===== config.mk =====
export PLATFORM = sky130hd
export DESIGN_NAME = lat_da_cell
export DESIGN_NICKNAME = d
export VERILOG_FILES = /design/src/rtl/lat_da_pkg.sv /design/src/rtl/lat_bit_seq.sv /design/src/rtl/lat_g_delay.sv /design/src/rtl/lat_da_acc.sv /design/src/rtl/lat_da_cell.sv
export SDC_FILE = /design/constraint.sdc
export NUM_CORES = 1
export LEC_CHECK = 0
export ABC_AREA = 1
export BUFFER_PORTS_ARGS = -buffer_cell sky130_fd_sc_hd__buf_2
export CORE_MARGIN = 10
export CORE_UTILIZATION = 50
export CTS_CLUSTER_SIZE = 16
export DETAILED_ROUTE_END_ITERATION = 8
export PLACE_DENSITY = 0.67
export SYNTH_ARGS = -nofsm -noshare
export SYNTH_HDL_FRONTEND = slang
export SYNTH_SLANG_ARGS = --single-unit

===== constraint.sdc =====
create_clock -name clk -period 6.2 [get_ports clk]
set_clock_uncertainty 0.1 [all_clocks]
set_input_delay 0.93 -clock clk [delete_from_list [all_inputs] [get_ports clk]]
set_output_delay 0.93 -clock clk [all_outputs]
set_load 0.01 [all_outputs]

===== src/rtl/lat_da_pkg.sv =====
package lat_da_pkg;
  // Path selector for the two accumulators of a stage.
  typedef enum int {
    PATH_FWD = 0,
    PATH_BWD = 1
  } lat_path_e;

  // Accumulator width: N-bit sample times KW-bit coefficient plus the unit term.
  function automatic int acc_width(input int n, input int kw);
    return n + kw + 1;
  endfunction
endpackage


===== src/rtl/lat_bit_seq.sv =====
module lat_bit_seq #(
  parameter int N  = 8,
  parameter int CW = 3
) (
  input  logic          clk,
  input  logic          rst_n,
  input  logic          adv,
  input  logic          first,
  output logic [CW-1:0] idx,
  output logic          sign,
  output logic          last_pend
);
  logic [CW-1:0] cnt;

  assign idx       = first ? '0 : cnt;
  assign sign      = (idx == CW'(N-1));
  assign last_pend = (cnt == CW'(N-1));

  always_ff @(posedge clk) begin
    if (!rst_n)   cnt <= '0;
    else if (adv) cnt <= sign ? '0 : idx + 1'b1;
  end

  // the bit position never leaves the sample
  a_r3_idx_bound: assert property (@(posedge clk) disable iff (!rst_n)
    adv |-> idx <= CW'(N-1));
  // a frame-start beat restarts counting from bit 0
  a_r5_restart_count: assert property (@(posedge clk) disable iff (!rst_n)
    adv && first |=> cnt == CW'(1));
endmodule


===== src/rtl/lat_g_delay.sv =====
module lat_g_delay #(
  parameter int N  = 8,
  parameter int CW = 3
) (
  input  logic          clk,
  input  logic          rst_n,
  input  logic          adv,
  input  logic          sign,
  input  logic          g_bit,
  input  logic [CW-1:0] idx,
  output logic          gd_bit
);
  // gcap collects bits 0..N-2 of the sample in flight; gprev holds the
  // last completed sample and is only replaced on its sign beat.
  logic [N-2:0] gcap;
  logic [N-1:0] gprev;

  always_ff @(posedge clk) begin
    if (!rst_n) begin
      gcap  <= '0;
      gprev <= '0;
    end else if (adv) begin
      gcap <= {g_bit, gcap[N-2:1]};
      if (sign) gprev <= {g_bit, gcap};
    end
  end

  assign gd_bit = gprev[idx];

  // the delayed sample changes only when a sample completes
  a_r5_gprev_hold: assert property (@(posedge clk) disable iff (!rst_n)
    !(adv && sign) |=> $stable(gprev));
endmodule


===== src/rtl/lat_da_acc.sv =====
module lat_da_acc #(
  parameter int N  = 8,
  parameter int KW = 8,
  parameter int CW = 3,
  parameter int AW = 17
) (
  input  logic          clk,
  input  logic          rst_n,
  input  logic          adv,
  input  logic          restart,
  input  logic          sign,
  input  logic [CW-1:0] idx,
  input  logic [KW-1:0] k,
  input  logic          sel_bit,
  input  logic          unit_bit,
  output logic [AW-1:0] sum
);
  localparam int F = KW - 1;

  logic [AW-1:0] acc, kx, coef_part, unit_part, part, base;

  // Only K is stored; the unit weight enters as a carry term at 2^F.
  assign kx        = {{(AW-KW){k[KW-1]}}, k};
  assign coef_part = sel_bit  ? (kx << idx) : '0;
  assign unit_part = unit_bit ? (AW'(1) << (32'(idx) + F)) : '0;
  assign part      = coef_part + unit_part;
  assign base      = restart ? '0 : acc;
  assign sum       = sign ? base - part : base + part;

  always_ff @(posedge clk) begin
    if (!rst_n)   acc <= '0;
    else if (adv) acc <= sum;
  end

  // without an accepted beat the accumulator keeps its value
  a_r7_acc_idle: assert property (@(posedge clk) disable iff (!rst_n)
    !adv |=> $stable(acc));
  // restarting with an empty address leaves nothing behind
  a_r5_acc_clear: assert property (@(posedge clk) disable iff (!rst_n)
    adv && restart && !sel_bit && !unit_bit |=> acc == '0);
endmodule


===== src/rtl/lat_da_cell.sv =====
module lat_da_cell #(
  parameter int N  = 8,
  parameter int KW = 8,
  parameter int OW = N + 1
) (
  input  logic          clk,
  input  logic          rst_n,
  input  logic [KW-1:0] k_coef,
  input  logic          s_valid,
  output logic          s_ready,
  input  logic          s_first,
  input  logic          s_f,
  input  logic          s_g,
  output logic          m_valid,
  input  logic          m_ready,
  output logic [OW-1:0] m_f,
  output logic [OW-1:0] m_g
);
  import lat_da_pkg::*;

  localparam int CW = (N > 1) ? $clog2(N) : 1;
  localparam int F  = KW - 1;
  localparam int AW = acc_width(N, KW);
  localparam logic [AW-1:0] HALF = AW'(1) << (F - 1);

  logic          adv, sign, last_pend, gd_bit;
  logic [CW-1:0] idx;
  logic [AW-1:0] psum [2];
  logic [AW-1:0] rsum [2];

  assign s_ready = !(m_valid && !m_ready && last_pend);
  assign adv     = s_valid && s_ready;

  lat_bit_seq #(.N(N), .CW(CW)) i_seq (
    .clk(clk), .rst_n(rst_n), .adv(adv), .first(s_first),
    .idx(idx), .sign(sign), .last_pend(last_pend)
  );

  lat_g_delay #(.N(N), .CW(CW)) i_gdly (
    .clk(clk), .rst_n(rst_n), .adv(adv), .sign(sign),
    .g_bit(s_g), .idx(idx), .gd_bit(gd_bit)
  );

  // Forward path: K addressed by g', unit by f. Backward path: the reverse.
  for (genvar p = 0; p < 2; p++) begin : g_path
    logic sel, unit;
    assign sel  = (p == int'(PATH_FWD)) ? gd_bit : s_f;
    assign unit = (p == int'(PATH_FWD)) ? s_f    : gd_bit;

    lat_da_acc #(.N(N), .KW(KW), .CW(CW), .AW(AW)) i_acc (
      .clk(clk), .rst_n(rst_n), .adv(adv), .restart(s_first), .sign(sign),
      .idx(idx), .k(k_coef), .sel_bit(sel), .unit_bit(unit), .sum(psum[p])
    );

    assign rsum[p] = psum[p] + HALF;
  end

  logic unused_bits;
  assign unused_bits = ^{rsum[0][F-1:0], rsum[1][F-1:0],
                         rsum[0][AW-1:F+OW], rsum[1][AW-1:F+OW]};

  always_ff @(posedge clk) begin
    if (!rst_n) begin
      m_valid <= 1'b0;
      m_f     <= '0;
      m_g     <= '0;
    end else if (adv && sign) begin
      m_valid <= 1'b1;
      m_f     <= rsum[int'(PATH_FWD)][F +: OW];
      m_g     <= rsum[int'(PATH_BWD)][F +: OW];
    end else if (m_ready) begin
      m_valid <= 1'b0;
    end
  end

  // a waiting result is held unchanged
  a_r6_hold: assert property (@(posedge clk) disable iff (!rst_n)
    m_valid && !m_ready |=> m_valid && $stable(m_f) && $stable(m_g));
  // a result appears only after a sign-bit beat
  a_r6_cause: assert property (@(posedge clk) disable iff (!rst_n)
    $rose(m_valid) |-> $past(adv && sign));
  // a sign beat is accepted only if the slot is free or being emptied
  a_r9_no_overwrite: assert property (@(posedge clk) disable iff (!rst_n)
    adv && sign |-> !m_valid || m_ready);
endmodule


# Word level (Yosys, flattened, before mapping)
# Cells that the tools add are included.
# classes
add_sub_neg	10
multipliers	0
n_div	0
order_cmp	1
eq_ne	2
n_shift	2
muxes	14
n_bitwise	0
reduce_logical	8
# op_table
op	count
17-bit 2-to-1 mux	8
17-bit adder	4
17-bit subtractor	2
16-bit by 7-bit adder with 16-bit output (second input constant)	2
1-bit by 32-bit << shifter with 17-bit output (first input constant)	1
17-bit by 3-bit << shifter with 17-bit output	1
3-bit == test (second input constant)	2
3-bit 2-to-1 mux	2
3-bit by 3-bit adder with 4-bit output (second input constant)	1
1-bit logical AND	4
3-bit by 4-bit less-than comparator with 1-bit output (second input constant)	1
3-bit by 1-bit adder with 3-bit output (second input constant)	1
1-bit binary-select mux with 3-bit select	1
1-bit 2-to-1 mux	3
1-bit zero test	2
2-bit AND reduction	1
2-bit nonzero test	1
# totals
reg_bits	71
latchBits	0
mem_bits_rw	0
romBits	0
inputBits	15
output_inout_bits	20
n_memories	0

# Longest topological paths before layout
# logic_depth
word_depth	8
mapped_depth	42
mapped_depth_nobuf	40

# Hierarchy
# From an unflattened synthesis, not the netlist that was laid out.
# unflattened
cells_unflattened	1457
area_unflattened_um2	8448.1
# modules_own_cells
mod	n_inst	cells_per_inst	area_each_um2	seq_area_each_um2
lat_da_acc (g_path[0].i_acc)	1	587	3274.4	340.3
lat_da_acc (g_path[1].i_acc)	1	584	3239.4	340.3
lat_da_cell	1	177	1133.6	380.4
lat_g_delay	1	85	638.1	300.3
lat_bit_seq	1	24	162.7	60.1

# Least setup slack after synthesis
# OpenSTA, ideal clock, no wires.
# synth_timing
path_type	input port to flip-flop
startpoint	input s_first
endpoint	register m_f[6]
setup_time_ps	109
arrival_time_ps	4968
required_ps	5991
path_slack_ps	1023
path_stages	36
path_buffers	2
cell_sequence	buf_6 > inv_6 > nand2_4 > nand2_1 > nand2_1 > nand2_1 > nand3_2 > nand2_4 > inv_1 > clkbuf_1 > nor2_1 > fa_1 > inv_1 > nand2_1 > a21oi_1 > nand3_1 > nor2_1 > nand3_1 > nor2_2 > nor2_1 > xor2_1 > inv_1 > ha_1 > a21o_2 > nor2_1 > nand3_2 > nand2_2 > nand2_2 > xor2_2 > nand2_1 > nor2_2 > nand2_1 > a21oi_1 > o21ai_0 > nand2_1 > inv_1
# synth_via
elab_chain_len	8
elab_cells_between_ends	16
classes_between	add/sub (5); eq/ne (1); shift (2); mux (7); reduce/logical (1)
# synth_rtl
element	line	source
from (decl)	lat_da_cell.sv:11	input logic s_first,
3-bit 2-to-1 mux	lat_bit_seq.sv:15	assign idx = first ? '0 : cnt;
3-bit by 3-bit adder with 4-bit output / 1-bit binary-select mux with 3-bit select (equally long branches)	lat_da_acc.sv:25, lat_g_delay.sv:28	
1-bit by 32-bit << shifter with 17-bit output / 1-bit 2-to-1 mux (equally long branches)	lat_da_acc.sv:25, lat_g_delay.sv:28	
17-bit 2-to-1 mux (on tied branches)	lat_da_acc.sv:25, lat_da_acc.sv:24	
17-bit adder	lat_da_acc.sv:26	assign part = coef_part + unit_part;
17-bit adder / 17-bit subtractor (equally long branches)	lat_da_acc.sv:28	assign sum = sign ? base - part : base + part;
17-bit 2-to-1 mux	lat_da_acc.sv:28	
16-bit by 7-bit adder with 16-bit output	lat_da_cell.sv:55	assign rsum[p] = psum[p] + HALF;
to (signal assigned)	lat_da_cell.sv:69	m_f <= rsum[int'(PATH_FWD)][F +: OW];
to (decl)	lat_da_cell.sv:16	output logic [OW-1:0] m_f,
# Several ways; a longest one is shown, not always the timed one. The select of a mux whose other input is x is not followed.
# A chain may end at the register's enable or synchronous reset.

# Worst setup path in the final report
# layout_timing
startpoint	input s_first
endpoint	register m_f[7]
# layout_via
elab_chain_len	8
elab_cells_between_ends	16
classes_between	add/sub (5); eq/ne (1); shift (2); mux (7); reduce/logical (1)
# layout_rtl
element	line	source
3-bit 2-to-1 mux	lat_bit_seq.sv:15	
3-bit by 3-bit adder with 4-bit output / 1-bit binary-select mux with 3-bit select (equally long branches)	lat_da_acc.sv:25, lat_g_delay.sv:28	
1-bit by 32-bit << shifter with 17-bit output / 1-bit 2-to-1 mux (equally long branches)	lat_da_acc.sv:25, lat_g_delay.sv:28	
17-bit 2-to-1 mux (on tied branches)	lat_da_acc.sv:25, lat_da_acc.sv:24	
17-bit adder	lat_da_acc.sv:26	
17-bit adder / 17-bit subtractor (equally long branches)	lat_da_acc.sv:28	
17-bit 2-to-1 mux (*)	lat_da_acc.sv:28	
net g_path[0].i_acc.sum[6]	lat_da_acc.sv:16	output logic [AW-1:0] sum
16-bit by 7-bit adder with 16-bit output (*)	lat_da_cell.sv:55	
# Mark *: on every way through the listed nets, which the timed path passes. The rest lies on a longest branch. The select of a mux whose other input is x is not followed.

==> results.md <==
* Post-DR vias/cell at 5.00
* Final Max Slew Viols at 0
* CTS tree: built
* Power Dens Cells at about 200 nW/µm²
* Overall routing resource usage at between 10% and 20%
* Crit. End Element: flip-flop
* Detailed placement HPWL at about 16000 µm
* Ranking of synthesized cells by area: dfxtp_1 (17%), nand2_1 (17%), inv_1 (11%)
* DP Cell Count at 1600
* Fraction of layout instances using a drive strength above 1 at approximately 8%
* Drc violations at 0
* Synthesized area at 7990 µm²
* Critical Path Max Stage Delay at approximately 460 ps
* Hold Fails Final Rpt at 0
* # rows at 46
* Initial core utilization at 50.7%
* Worst min path class: reg -> reg
* Slew Limit Headroom at a little under two fifths
* Syn Inst Count at 1363
* LEAKAGE at roughly 4.9 nW
* Bufs on Longest Clock Path at 2
* DIE WIDTH at between 100 and 150 µm
* Hold Crit Depth at 2
* Critical path type: in -> reg
* Syn avg cell area at 5.86 µm²
* Grt total ovfl at 0
* Ys Warns at 0
* Hold EP: g_path[0].i_acc.acc[1]
* Gpl congestion at a little under 1
* Layout Area Growth over Synthesis at 8.28%
* First-pass GRT wire length at about 35000 µm
* N_diodes at 0
* Port bufs at 34
* Final-layout fill cell count at between 1.5k and 2k
* Ports at 35
* Post-CTS Setup Bufs at 0
* R2R setup slack at 970 ps
* Die Height at about 150 µm
* CTS hold repair buffers at 0
* Fin crit share at 88.2%
* Worst-margin pin slew at 946 ps
* CTS Buf Count at 9
* WL/cell at roughly 12 µm
* Crit Path Max Fanout at 15
* Worst-Skew Late Latency at 340 ps
* Critical R2R Launch: i_seq.cnt[2]
* Hold Crit Start: g_path[0].i_acc.acc[1]
* Clock-pin slew on the worst setup and hold paths at approximately 50 ps
* Cells on worst reg2reg path at 28
* Synth Register Bits at around 70
* Startpoint type of the worst setup path: input port
* RSZ-0062 raised after global routing: false
* Outcome: completed
* Clock root buffer: clkbuf_16
* Max-Cap Viols at 0
* Die ar. at about 21000 µm²
* Routed Antenna Nets at 0
* Num Clock Sinks at 69
* Fraction of registers with async set/reset at 0%
* Most frequent cell on the critical path: inv_1
* # setup viols final at 0
* Area leader, netlist: dfxtp_1
* Setup TNS at 0 ps
* Via count at ~8k
* Initial antenna violation count at 0
* Part of the Yosys area used for sequential elements at between 10% and 20%
* Final net count at 1480
* Vias in the first global route at 7708
* Final Critical Period at 5470 ps
* CTS H-tree lvls at 3
* Final Instance Count excl. Fillers at between 1.5k and 2k
* DRT iter0 DRCs at roughly 500
* Final WL at between 20000 and 25000 µm
* Share of the synthesized area in the top cell type at approximately 17%
* VDD IR max at 0.139 mV
* Detailed Routing Iterations Pass 1 at 5
* Worst Path Arrival at roughly 5600 ps
* Worst r2r dst: m_f[7]
* Slowest CP cell: fa_1
* Core Region at 15800 µm²
* Post-synth EDFFs at 0
* Max Freq at 0.183 GHz
* Largest net degree at the start of global routing at about 50
* Main synth FF type: dfxtp_1
* CP required at about 6300 ps
* Post-CTS Resized at 0
* Distinct cells, synth at 46
-- through the flow --
stage               setup WS (ps)  power, mW  hold WS (ps)  cell area (µm²)  utilization (%)
floorplan                    1020       1.10           329             8050                -
global route                  194       1.86           385             8650             54.9
CTS                           775       1.73           354             8650             54.9
finish                        731       1.72           353             8650             54.9
global placement              485       1.25           343             8400             53.2
detailed placement            466       1.26           346             8400             53.2
-- critical path, delay by kind of cell --
family | cells | cell delay (ps)
buffers and inverters | 6 | 810
xor gates and xnor gates | 3 | 590
adders and majority gates | 3 | 1060
AOI/OAI and AO/OA | 4 | 690
and+or+nand+nor | 12 | 1490
-- flip-flops by register name, indices dropped and copies added, names as in the netlist --
signal / flops
m_valid: 1
i_seq.cnt: 3
m_f: 9
i_gdly.gprev: 8
g_path.i_acc.acc: 32
i_gdly.gcap: 7
m_g: 9
-- cells in the final DEF, fill, tap and decap left out, types with 21 or more instances in the layout --
master   instances
ha_1            66
nand3_1         79
nand2_1        352
o21ai_0         88
xor2_1          29
a21oi_1         84
xnor2_1         21
dfxtp_1         69
inv_1          239
nor3_1          21
buf_2           34
nor2_1         148
-- how the worst max path moves through the flow --
| stage | from | end | slack, ps | depth (start not counted) |
|---|---|---|---|---|
| final | s_first | m_f[7] | 730 | 28 |
| after global routing | s_first | m_g[7] | 190 | 38 |
| after CTS | s_first | m_f[7] | 780 | 28 |
| after detailed placement | s_first | m_f[7] | 470 | 28 |
| after global placement | s_first | m_g[7] | 490 | 30 |
| after floorplan | s_first | m_f[6] | 1020 | 36 |
-- layout make-up --
| type | count | area (µm²) | share of cell area [%] |
|---|---|---|---|
| Multi-Input combinational cell | 1026 | 5580 | 64.5 |
| Sequential cell | 69 | 1380 | 16.0 |
| Inverter | 247 | 932 | 10.8 |
| Tap cell | 216 | 270 | 3.12 |
| Clock buffer | 11 | 243 | 2.81 |
| Timing Repair Buffer | 42 | 230 | 2.66 |
| Clock inverter | 2 | 12.5 | 0.145 |
-- metal layers --
layer,track usage [%],wire [µm],up-vias
li1,-,-,4334
met5,0,0,-
met1,22.9,9240,3606
met3,2.87,581,21
met2,34.6,10000,104
met4,3.60,279,0
-- synthesized netlist by cell type, types with 6 or more instances --
| cell | number |
|---|---|
| o21ai_0 | 88 |
| nand3_2 | 11 |
| inv_1 | 239 |
| nand3b_1 | 9 |
| clkbuf_1 | 30 |
| xnor2_1 | 21 |
| nand2_1 | 352 |
| nor3_1 | 21 |
| ha_1 | 66 |
| dfxtp_1 | 69 |
| o21bai_1 | 13 |
| nor2_2 | 7 |
| xor2_1 | 29 |
| a21oi_1 | 84 |
| nand4_1 | 13 |
| nand3_1 | 79 |
| nor2_1 | 148 |
| nand2_2 | 16 |
| o21a_1 | 7 |
| o21ai_1 | 9 |
| inv_2 | 6 |
-- cell families after synthesis --
logic type	after synthesis	synth area share, %
adder cells (fa/ha/maj)	70	11.3
flip-flops	69	17.3
buffers and inverters	283	13.5
AND/OR/NAND/NOR	670	36.5
other	1	0.0469
AO/OA/AOI/OAI	215	14.6
XOR/XNOR	55	6.64
-- where the power goes --
| group | leakage [nW] | internal, mW | switching, mW |
|---|---|---|---|
| sequential | 0.566 | 0.476 | 0.0129 |
| combinational | 4.18 | 0.274 | 0.495 |
| clock | 0.123 | 0.274 | 0.185 |
| total | 4.87 | 1.02 | 0.694 |
(Power assumes the default switching activity.)
